## config.mk

```make
export PLATFORM = sky130hd
export DESIGN_NAME = tx_hang_watchdog
export DESIGN_NICKNAME = d
export VERILOG_FILES = /design/src/rtl/txwd_pkg.sv /design/src/rtl/txwd_datapath.sv /design/src/rtl/txwd_control.sv /design/src/rtl/tx_hang_watchdog.sv
export SDC_FILE = /design/constraint.sdc
export NUM_CORES = 1
export LEC_CHECK = 0
export BUFFER_PORTS_ARGS = -buffer_cell sky130_fd_sc_hd__buf_4
export CAP_MARGIN = 20
export CORE_ASPECT_RATIO = 0.9
export CORE_MARGIN = 8
export CORE_UTILIZATION = 25
export DETAILED_ROUTE_END_ITERATION = 12
export GPL_TIMING_DRIVEN = 0
export SYNTH_ARGS = -nofsm -noshare
export SYNTH_HDL_FRONTEND = slang
export SYNTH_SLANG_ARGS = --single-unit
```

## constraint.sdc

```tcl
create_clock -name clk -period 2.7 [get_ports clk]
set_input_delay 0.27 -clock clk [delete_from_list [all_inputs] [get_ports clk]]
set_output_delay 0.27 -clock clk [all_outputs]
set_load 0.01 [all_outputs]
```

## src/rtl/txwd_pkg.sv

```systemverilog
package txwd_pkg;

  typedef enum logic {
    WD_ARMED = 1'b0,
    WD_PULSE = 1'b1
  } wdState_t;

  // Strobes from control to datapath, one cycle each
  typedef struct packed {
    logic countInc;   // advance the active-run counter
    logic countClr;   // return the active-run counter to zero
    logic pulseLoad;  // start a reset pulse
    logic pulseRun;   // advance the pulse-length counter
  } wdStrobes_t;

endpackage

```

## src/rtl/txwd_datapath.sv

```systemverilog
module txwd_datapath
  import txwd_pkg::*;
#(
  parameter int BIT_PERIODS       = 8192,
  parameter int CLKS_PER_BIT_SLOW = 8,
  parameter int CLKS_PER_BIT_FAST = 4,
  parameter int PULSE_LEN         = 16
) (
  input  logic       clk,
  input  logic       rstN,
  input  logic       rateFast,
  input  wdStrobes_t stb,
  output logic       atLimit,
  output logic       rateChanged,
  output logic       pulseDone
);

  localparam int THR_SLOW = BIT_PERIODS * CLKS_PER_BIT_SLOW;
  localparam int THR_FAST = BIT_PERIODS * CLKS_PER_BIT_FAST;
  localparam int THR_MAX  = (THR_SLOW > THR_FAST) ? THR_SLOW : THR_FAST;
  localparam int CNT_W    = $clog2(THR_MAX + 1);
  localparam int PULSE_W  = (PULSE_LEN > 1) ? $clog2(PULSE_LEN) : 1;
  localparam logic [CNT_W-1:0]   LIM_SLOW = CNT_W'(THR_SLOW - 1);
  localparam logic [CNT_W-1:0]   LIM_FAST = CNT_W'(THR_FAST - 1);
  localparam logic [PULSE_W-1:0] PULSE_LAST = PULSE_W'(PULSE_LEN - 1);

  logic [CNT_W-1:0]   runCnt;
  logic [PULSE_W-1:0] pulseCnt;
  logic               rateQ;
  logic [CNT_W-1:0]   curLimit;

  // Active-run counter
  always_ff @(posedge clk) begin
    if (!rstN)              runCnt <= '0;
    else if (stb.countClr)  runCnt <= '0;
    else if (stb.countInc)  runCnt <= runCnt + 1'b1;
  end

  // Previous rate, for change detection
  always_ff @(posedge clk) begin
    if (!rstN) rateQ <= rateFast;
    else       rateQ <= rateFast;
  end

  // Pulse-length counter
  always_ff @(posedge clk) begin
    if (!rstN)              pulseCnt <= '0;
    else if (stb.pulseLoad) pulseCnt <= '0;
    else if (stb.pulseRun)  pulseCnt <= pulseCnt + 1'b1;
  end

  always_comb begin
    curLimit    = rateFast ? LIM_FAST : LIM_SLOW;
    atLimit     = (runCnt == curLimit);
    rateChanged = (rateFast != rateQ);
    pulseDone   = (pulseCnt == PULSE_LAST);
  end

  // the run counter never reaches the larger threshold
  assert_count_bound_R2: assert property (@(posedge clk) disable iff (!rstN)
    runCnt < CNT_W'(THR_MAX));

  // a rate switch leaves the counter at zero
  assert_rate_clears_R11: assert property (@(posedge clk) disable iff (!rstN)
    rateChanged |=> (runCnt == '0));

endmodule

```

## src/rtl/txwd_control.sv

```systemverilog
module txwd_control
  import txwd_pkg::*;
(
  input  logic       clk,
  input  logic       rstN,
  input  logic       txActive,
  input  logic       hubEnable,
  input  logic       atLimit,
  input  logic       rateChanged,
  input  logic       pulseDone,
  input  logic       flagClearWr,
  input  logic       flagClearData,
  input  logic       swReset,
  output wdStrobes_t stb,
  output logic       pulseActive,
  output logic       mediaArm,
  output logic       timeoutFlag
);

  wdState_t state;
  wdState_t stateNext;
  logic     armed;
  logic     counting;
  logic     fire;
  logic     flagClear;

  always_comb begin
    armed     = (state == WD_ARMED);
    counting  = armed && txActive && !rateChanged;
    fire      = counting && atLimit;
    flagClear = swReset || (flagClearWr && flagClearData);

    stb.countInc  = counting && !atLimit;
    stb.countClr  = !counting || atLimit;
    stb.pulseLoad = fire;
    stb.pulseRun  = !armed;

    stateNext = state;
    case (state)
      WD_ARMED: if (fire)      stateNext = WD_PULSE;
      WD_PULSE: if (pulseDone) stateNext = WD_ARMED;
      default:                 stateNext = WD_ARMED;
    endcase
  end

  always_ff @(posedge clk) begin
    if (!rstN) state <= WD_ARMED;
    else       state <= stateNext;
  end

  // Hub-enable captured at the timeout edge, held for the whole pulse
  always_ff @(posedge clk) begin
    if (!rstN)     mediaArm <= 1'b0;
    else if (fire) mediaArm <= hubEnable;
  end

  // Sticky flag; a timeout outranks a clear on the same edge
  always_ff @(posedge clk) begin
    if (!rstN)          timeoutFlag <= 1'b0;
    else if (fire)      timeoutFlag <= 1'b1;
    else if (flagClear) timeoutFlag <= 1'b0;
  end

  assign pulseActive = !armed;

  // the pulse holds until the length counter reports its last cycle
  assert_pulse_hold_R5: assert property (@(posedge clk) disable iff (!rstN)
    (pulseActive && !pulseDone) |=> pulseActive);

  // a software reset without a timeout empties the flag
  assert_swreset_clears_R10: assert property (@(posedge clk) disable iff (!rstN)
    (swReset && !(armed && txActive && !rateChanged && atLimit)) |=> !timeoutFlag);

endmodule

```

## src/rtl/tx_hang_watchdog.sv

```systemverilog
module tx_hang_watchdog
  import txwd_pkg::*;
#(
  parameter int BIT_PERIODS       = 8192,
  parameter int CLKS_PER_BIT_SLOW = 8,
  parameter int CLKS_PER_BIT_FAST = 4,
  parameter int PULSE_LEN         = 16,
  parameter int MEDIA_UNITS       = 2
) (
  input  logic                   clk,
  input  logic                   rstN,
  input  logic                   rateFast,
  input  logic                   hubEnable,
  input  logic                   txActive,
  input  logic                   flagClearWr,
  input  logic                   flagClearData,
  input  logic                   swReset,
  output logic                   hubReset,
  output logic [MEDIA_UNITS-1:0] mediaReset,
  output logic                   timeoutFlag
);

  wdStrobes_t stb;
  logic atLimit;
  logic rateChanged;
  logic pulseDone;
  logic pulseActive;
  logic mediaArm;

  txwd_datapath #(
    .BIT_PERIODS      (BIT_PERIODS),
    .CLKS_PER_BIT_SLOW(CLKS_PER_BIT_SLOW),
    .CLKS_PER_BIT_FAST(CLKS_PER_BIT_FAST),
    .PULSE_LEN        (PULSE_LEN)
  ) u_datapath (
    .clk        (clk),
    .rstN       (rstN),
    .rateFast   (rateFast),
    .stb        (stb),
    .atLimit    (atLimit),
    .rateChanged(rateChanged),
    .pulseDone  (pulseDone)
  );

  txwd_control u_control (
    .clk          (clk),
    .rstN         (rstN),
    .txActive     (txActive),
    .hubEnable    (hubEnable),
    .atLimit      (atLimit),
    .rateChanged  (rateChanged),
    .pulseDone    (pulseDone),
    .flagClearWr  (flagClearWr),
    .flagClearData(flagClearData),
    .swReset      (swReset),
    .stb          (stb),
    .pulseActive  (pulseActive),
    .mediaArm     (mediaArm),
    .timeoutFlag  (timeoutFlag)
  );

  assign hubReset = pulseActive;

  for (genvar g = 0; g < MEDIA_UNITS; g++) begin : gen_media
    assign mediaReset[g] = pulseActive && mediaArm;
  end

  // an inactive sample forbids a pulse from starting next cycle
  assert_gap_no_rise_R4: assert property (@(posedge clk) disable iff (!rstN)
    !txActive |=> !$rose(hubReset));

  // media resets only ever accompany the hub reset
  assert_media_with_hub_R6: assert property (@(posedge clk) disable iff (!rstN)
    (|mediaReset) |-> hubReset);

  // the flag is up whenever a pulse begins
  assert_flag_on_pulse_R8: assert property (@(posedge clk) disable iff (!rstN)
    $rose(hubReset) |-> timeoutFlag);

endmodule

```

==> results of run 1 <==
placed cells by master, fill, tap and decap left out, types with 3 or more instances in the layout:
master / Yosys / layout
nand3_1: 7 / 7
dfxtp_1: 25 / 25
and3_1: 7 / 7
clkbuf_8: 0 / 3
xnor2_1: 6 / 6
nor2_1: 17 / 17
nand2_1: 8 / 8
nand4_1: 8 / 8
and4_1: 4 / 4
xor2_1: 14 / 14
buf_4: 1 / 12
routing by layer:
metal | global-route usage | wire length (um)
met5 | 0 | 0
met3 | 0.0340 | 142
met4 | 0.00515 | 6
met2 | 0.0983 | 764
met1 | 0.0706 | 1010
kinds of logic after synthesis:
| kind of cell | count (synthesis) | synth area share |
|---|---|---|
| DFF | 25 | 0.442 |
| buffers and inverters | 7 | 0.0498 |
| xor gates and xnor gates | 20 | 0.155 |
| muxes | 2 | 0.0188 |
| AOI/OAI and AO/OA | 3 | 0.0199 |
| and+or+nand+nor | 58 | 0.292 |
| adders and majority gates | 2 | 0.0221 |
final cells by class:
cell class,instances,area share
multi-input cells,85,0.429
well taps,62,0.0579
inverters,1,0.00280
repair buffers,11,0.0616
clock inverters,1,0.00560
plain buffers,6,0.0392
flip-flops and latches,25,0.373
clock buffers,3,0.0308
state kept, by name (all words and copies together), names as in the netlist:
name                   cells
u_control.mediaArm         1
u_control.pulseActive      1
u_control.timeoutFlag      1
u_datapath.pulseCnt        4
u_datapath.rateQ           1
u_datapath.runCnt         17
worst max-delay path, stage by stage, from the launching register on:
cell	delay [ps]
dfxtp_1	370
ha_1	210
and3_1	280
and3_4	230
a21o_1	120
buf_6	130
buf_8	130
nor2_1	50
metrics by stage:
stage / util / worst slack (ps) / cell area [um2]
2_1_floorplan: - / 1220 / 1130
3_3_place_gp: 0.293 / 1090 / 1290
3_5_place_dp: 0.293 / 1110 / 1290
4_1_cts: 0.304 / 1070 / 1340
5_1_grt: 0.304 / 950 / 1340
6_report: 0.304 / 1070 / 1340
where the power goes:
part | switching (W) | leakage [nW] | internal (W) | total (W)
sequential | 0.00000116 | 0.202 | 0.000370 | 0.000371
combinational | 0.0000114 | 0.289 | 0.0000143 | 0.0000257
clock | 0.000119 | 0.0217 | 0.000105 | 0.000224
total | 0.000132 | 0.513 | 0.000489 | 0.000621
worst max path at each step:
stage / start / to / slack (ps)
4_1_cts: u_datapath.runCnt[0] / u_datapath.runCnt[5] / 1070
3_5_place_dp: u_datapath.runCnt[0] / u_datapath.runCnt[5] / 1110
6_report: u_datapath.runCnt[0] / u_datapath.runCnt[3] / 1070
2_1_floorplan: u_datapath.runCnt[0] / u_datapath.runCnt[13] / 1220
3_3_place_gp: u_datapath.runCnt[0] / u_datapath.runCnt[5] / 1090
5_1_grt: u_datapath.runCnt[0] / u_datapath.runCnt[4] / 950
==> results.tsv, run 1 <==
metric	value	unit
Pwr Density	463	nW/um2
Worst-Skew Late Latency	270	ps
Cells after DPL	190	
Die W	86.9	um
worst vdd rail ir drop	0.000289	V
DP Wirelength	1.40	mm
Synth Warn #	0	
share of the synthesized area in the top cell type	0.442	
Overall Power	0.000621	W
post-synthesis sequential area ratio	0.442	
Antenna Violating Nets Remaining	0	
CTS sink cnt	25	
TritonCTS clock tree	done	
Ports	12	
Core Area	4400	um2
Req. time, crit path	2860	ps
worst-path fanout max	10	
fin crit period	1630	ps
initial core utilization	0.257	
Worst EP arrival	1790	ps
clock slew at reported path FFs	90	ps
FF-to-FF setup slack	1070	ps
area grow syn2layout	18.5	%
vias per std cell	4.09	
WL/cell	9.91	um
drt drc	0	
Final TNS setup	0	ps
Hold EP	u_datapath.rateQ	
Crit Reg-Reg Startpoint	u_datapath.runCnt[0]	
Inserted Clock Buffers	3	
Tightest Hold Check Type	in2reg	
Synth area leaders	dfxtp_1 (44%), xor2_1 (11%), nor2_1 (5.6%)	
CTS Buffer Depth	2	
routability cong.	0.701	
Synth area leader	dfxtp_1	
top cells by count, synth	dfxtp_1 (25), nor2_1 (17), xor2_1 (14), nand2_1 (8), nand4_1 (8)	
syn avg cell area	9.67	um2
Reg2Reg Depth	7	
Mapped Nets	127	
Synth Cell Area	1130	um2
share of cells above drive strength 1	0.167	
Mapped Cells	117	
Post-Route WL	1.92	mm
Post-synth EDFFs	0	
FF-to-FF End	u_datapath.runCnt[3]	
max cap viols	0	
crit share post-route	0.603	
crit end category	flip-flop	
Hold Buf Count CTS	0	
Final Setup Violations	0	
nets@finish	143	
final hold vios	0	
Post-synth ARST share	0	
via count	794	
postcts setup bufs	0	
Seq. cell area	500	um2
CTS root buf	clkbuf_8	
RSZ-0062 raised after global routing	no	
Starting DRT DRC Count	59	
fin cells	194	
slew at the pin with the worst max-slew slack	325	ps
largest net degree at the start of global routing	16	
Most used DFF post-synth	dfxtp_1	
Max Slew Vio Count	0	
critical path type	reg2reg	
status	complete, no violations	
Diodes inserted	0	
die area	6940	um2
area of the multi-input gates	574	um2
hold path start	rateFast	
Vert. Die Dim	79.8	um
first-pass GRT wire length	3.43	mm
count of unique library cells instantiated by Yosys	25	
Fill cells	467	
drt first pass iters	4	
total track usage	0.0606	
Max Freq	614	MHz
FF+latch count, synth	25	
Hold WS	125	ps
most common cell in the netlist	dfxtp_1	
H-Tree Depth	1	
IO buf count	11	
initial antenna violation count	0	
Layout Skew	8.23	ps
crit path launch type	flip-flop	
Cells on Worst Hold Path	1	
relative slew slack	0.783	
Pleak	0.513	nW
grt ovf	0	
vias in the first global route	765	
CTS resizes	0	
row count	23	
No activity file was read; power rests on OpenSTA's default activity.
==> inputs of run 2 (changes only) <==
==> constraint.sdc (replaced) <==
create_clock -name clk -period 1.6 [get_ports clk]
set_input_delay 0.16 -clock clk [delete_from_list [all_inputs] [get_ports clk]]
set_output_delay 0.16 -clock clk [all_outputs]
set_load 0.01 [all_outputs]
==> results.tsv, run 2 (synthesis results as in run 1) <==
metric	value	unit
IO buf count	11	
RSZ-0062 raised after global routing	no	
Layout Skew	9.14	ps
relative slew slack	0.784	
critical path, cell by cell	and4_1 > buf_6 > and3_4 > a21o_1 > buf_6 > buf_8 > nor2_1	
Req. time, crit path	1770	ps
Bufs and invs on worst path	3	
row count	23	
initial antenna violation count	0	
WL/cell	10.1	um
Max Freq	663	MHz
total track usage	0.0613	
initial core utilization	0.257	
slew at the pin with the worst max-slew slack	324	ps
Ports	12	
Final TNS setup	0	ps
CTS root buf	clkbuf_8	
most common cell after layout, fill and taps aside	dfxtp_1	
critical path's most frequent cell	buf_6	
Diodes inserted	0	
delay-heaviest family, CP	simple AND/OR/NAND/NOR gates	
Pleak	0.514	nW
routability cong.	0.701	
Antenna Violating Nets Remaining	0	
TritonCTS clock tree	done	
first-pass GRT wire length	3.46	mm
largest net degree at the start of global routing	16	
most frequent cells in the layout	dfxtp_1 (22), nor2_1 (17), xor2_1 (14)	
drt drc	0	
clock slew at reported path FFs	90	ps
die area	6940	um2
grt ovf	0	
Max Slew Vio Count	0	
fin crit period	1510	ps
Fill cells	460	
Die W	86.9	um
CTS sink cnt	25	
drt first pass iters	3	
critical path type	reg2reg	
Final Setup Violations	0	
Tightest Hold Check Type	in2reg	
Vert. Die Dim	79.8	um
top flop regs	u_datapath.runCnt: 17 flops, u_datapath.pulseCnt: 4 flops	
crit path launch type	flip-flop	
via count	805	
vias in the first global route	778	
Starting DRT DRC Count	59	
crit end category	flip-flop	
nets@finish	144	
worst-path fanout max	10	
Inserted Clock Buffers	3	
Slowest-stage cell, CP	dfxtp_1	
area of the multi-input gates	594	um2
Core Area	4400	um2
Largest register FFs	17	
final hold vios	0	
FF-to-FF setup slack	90	ps
crit share post-route	0.942	
area grow syn2layout	21.5	%
Worst EP arrival	1670	ps
final setup margin	92.0	ps
Post-Route WL	1.98	mm
pre-CTS setup slack	6.29	ps
CTS Buffer Depth	2	
H-Tree Depth	1	
Top reg by flops	u_datapath.runCnt	
status	complete, no violations	
share of cells above drive strength 1	0.211	
worst vdd rail ir drop	0.000493	V
DP Wirelength	1.40	mm
vias per std cell	4.13	
postcts setup bufs	0	
Worst-Skew Late Latency	270	ps
Pwr Density	771	nW/um2
slowest stage delay, CP	400	ps
max cap viols	0	
Seq. cell area	504	um2
run 2: per-layer routing:
layer / up-vias / share of wire / global-route usage
li1: 432 / - / -
met1: 356 / 0.51 / 0.0700
met2: 17 / 0.41 / 0.101
met3: 0 / 0.080 / 0.0340
met4: 0 / 0 / 0.00515
met5: - / 0 / 0
run 2: layout make-up:
class | instances | share of cell area
plain buffers | 6 | 0.0383
clock buffers | 3 | 0.0301
clock inverters | 1 | 0.00546
inverters | 1 | 0.00273
multi-input cells | 85 | 0.433
flip-flops and latches | 25 | 0.367
well taps | 62 | 0.0565
repair buffers | 12 | 0.0674
run 2: worst paths after layout:
kind                                            from              endpoint  depth (start not counted)
worst min-delay path                       hubEnable    u_control.mediaArm                          3
worst min register to register  u_datapath.runCnt[0]  u_datapath.runCnt[0]                          1
worst max-delay path            u_datapath.runCnt[4]  u_datapath.runCnt[3]                          7
worst max register to register  u_datapath.runCnt[4]  u_datapath.runCnt[3]                          7
run 2: metrics by stage:
stage / total power (W) / hold WS, ps / utilization / instances / cell area (um2)
floorplan: 0.000664 / 188 / - / 117 / 1130
global placement: 0.000685 / 296 / 0.293 / 190 / 1290
detailed placement: 0.000685 / 299 / 0.293 / 190 / 1290
CTS: 0.00107 / 7.69 / 0.305 / 194 / 1350
global route: 0.00111 / 137 / 0.312 / 195 / 1370
finish: 0.00106 / 134 / 0.312 / 195 / 1370
run 2: repair_timing:
item | CTS | global route
endpoints found under the hold margin | 0 | 1
resized for setup | 2 | 7
setup endpoints to repair | 10 | 14
hold buffers | 0 | 1
run 2: power by group:
group	switching (W)	internal, W
Combinational	0.0000195	0.0000262
Clock	0.000208	0.000177
Sequential	0.00000298	0.000625
run 2: tightest hold or removal path: cells and delay by family:
kind,cells,cell delay [ps]
mux,1,60
buf+inv,1,110
simple gates,1,40
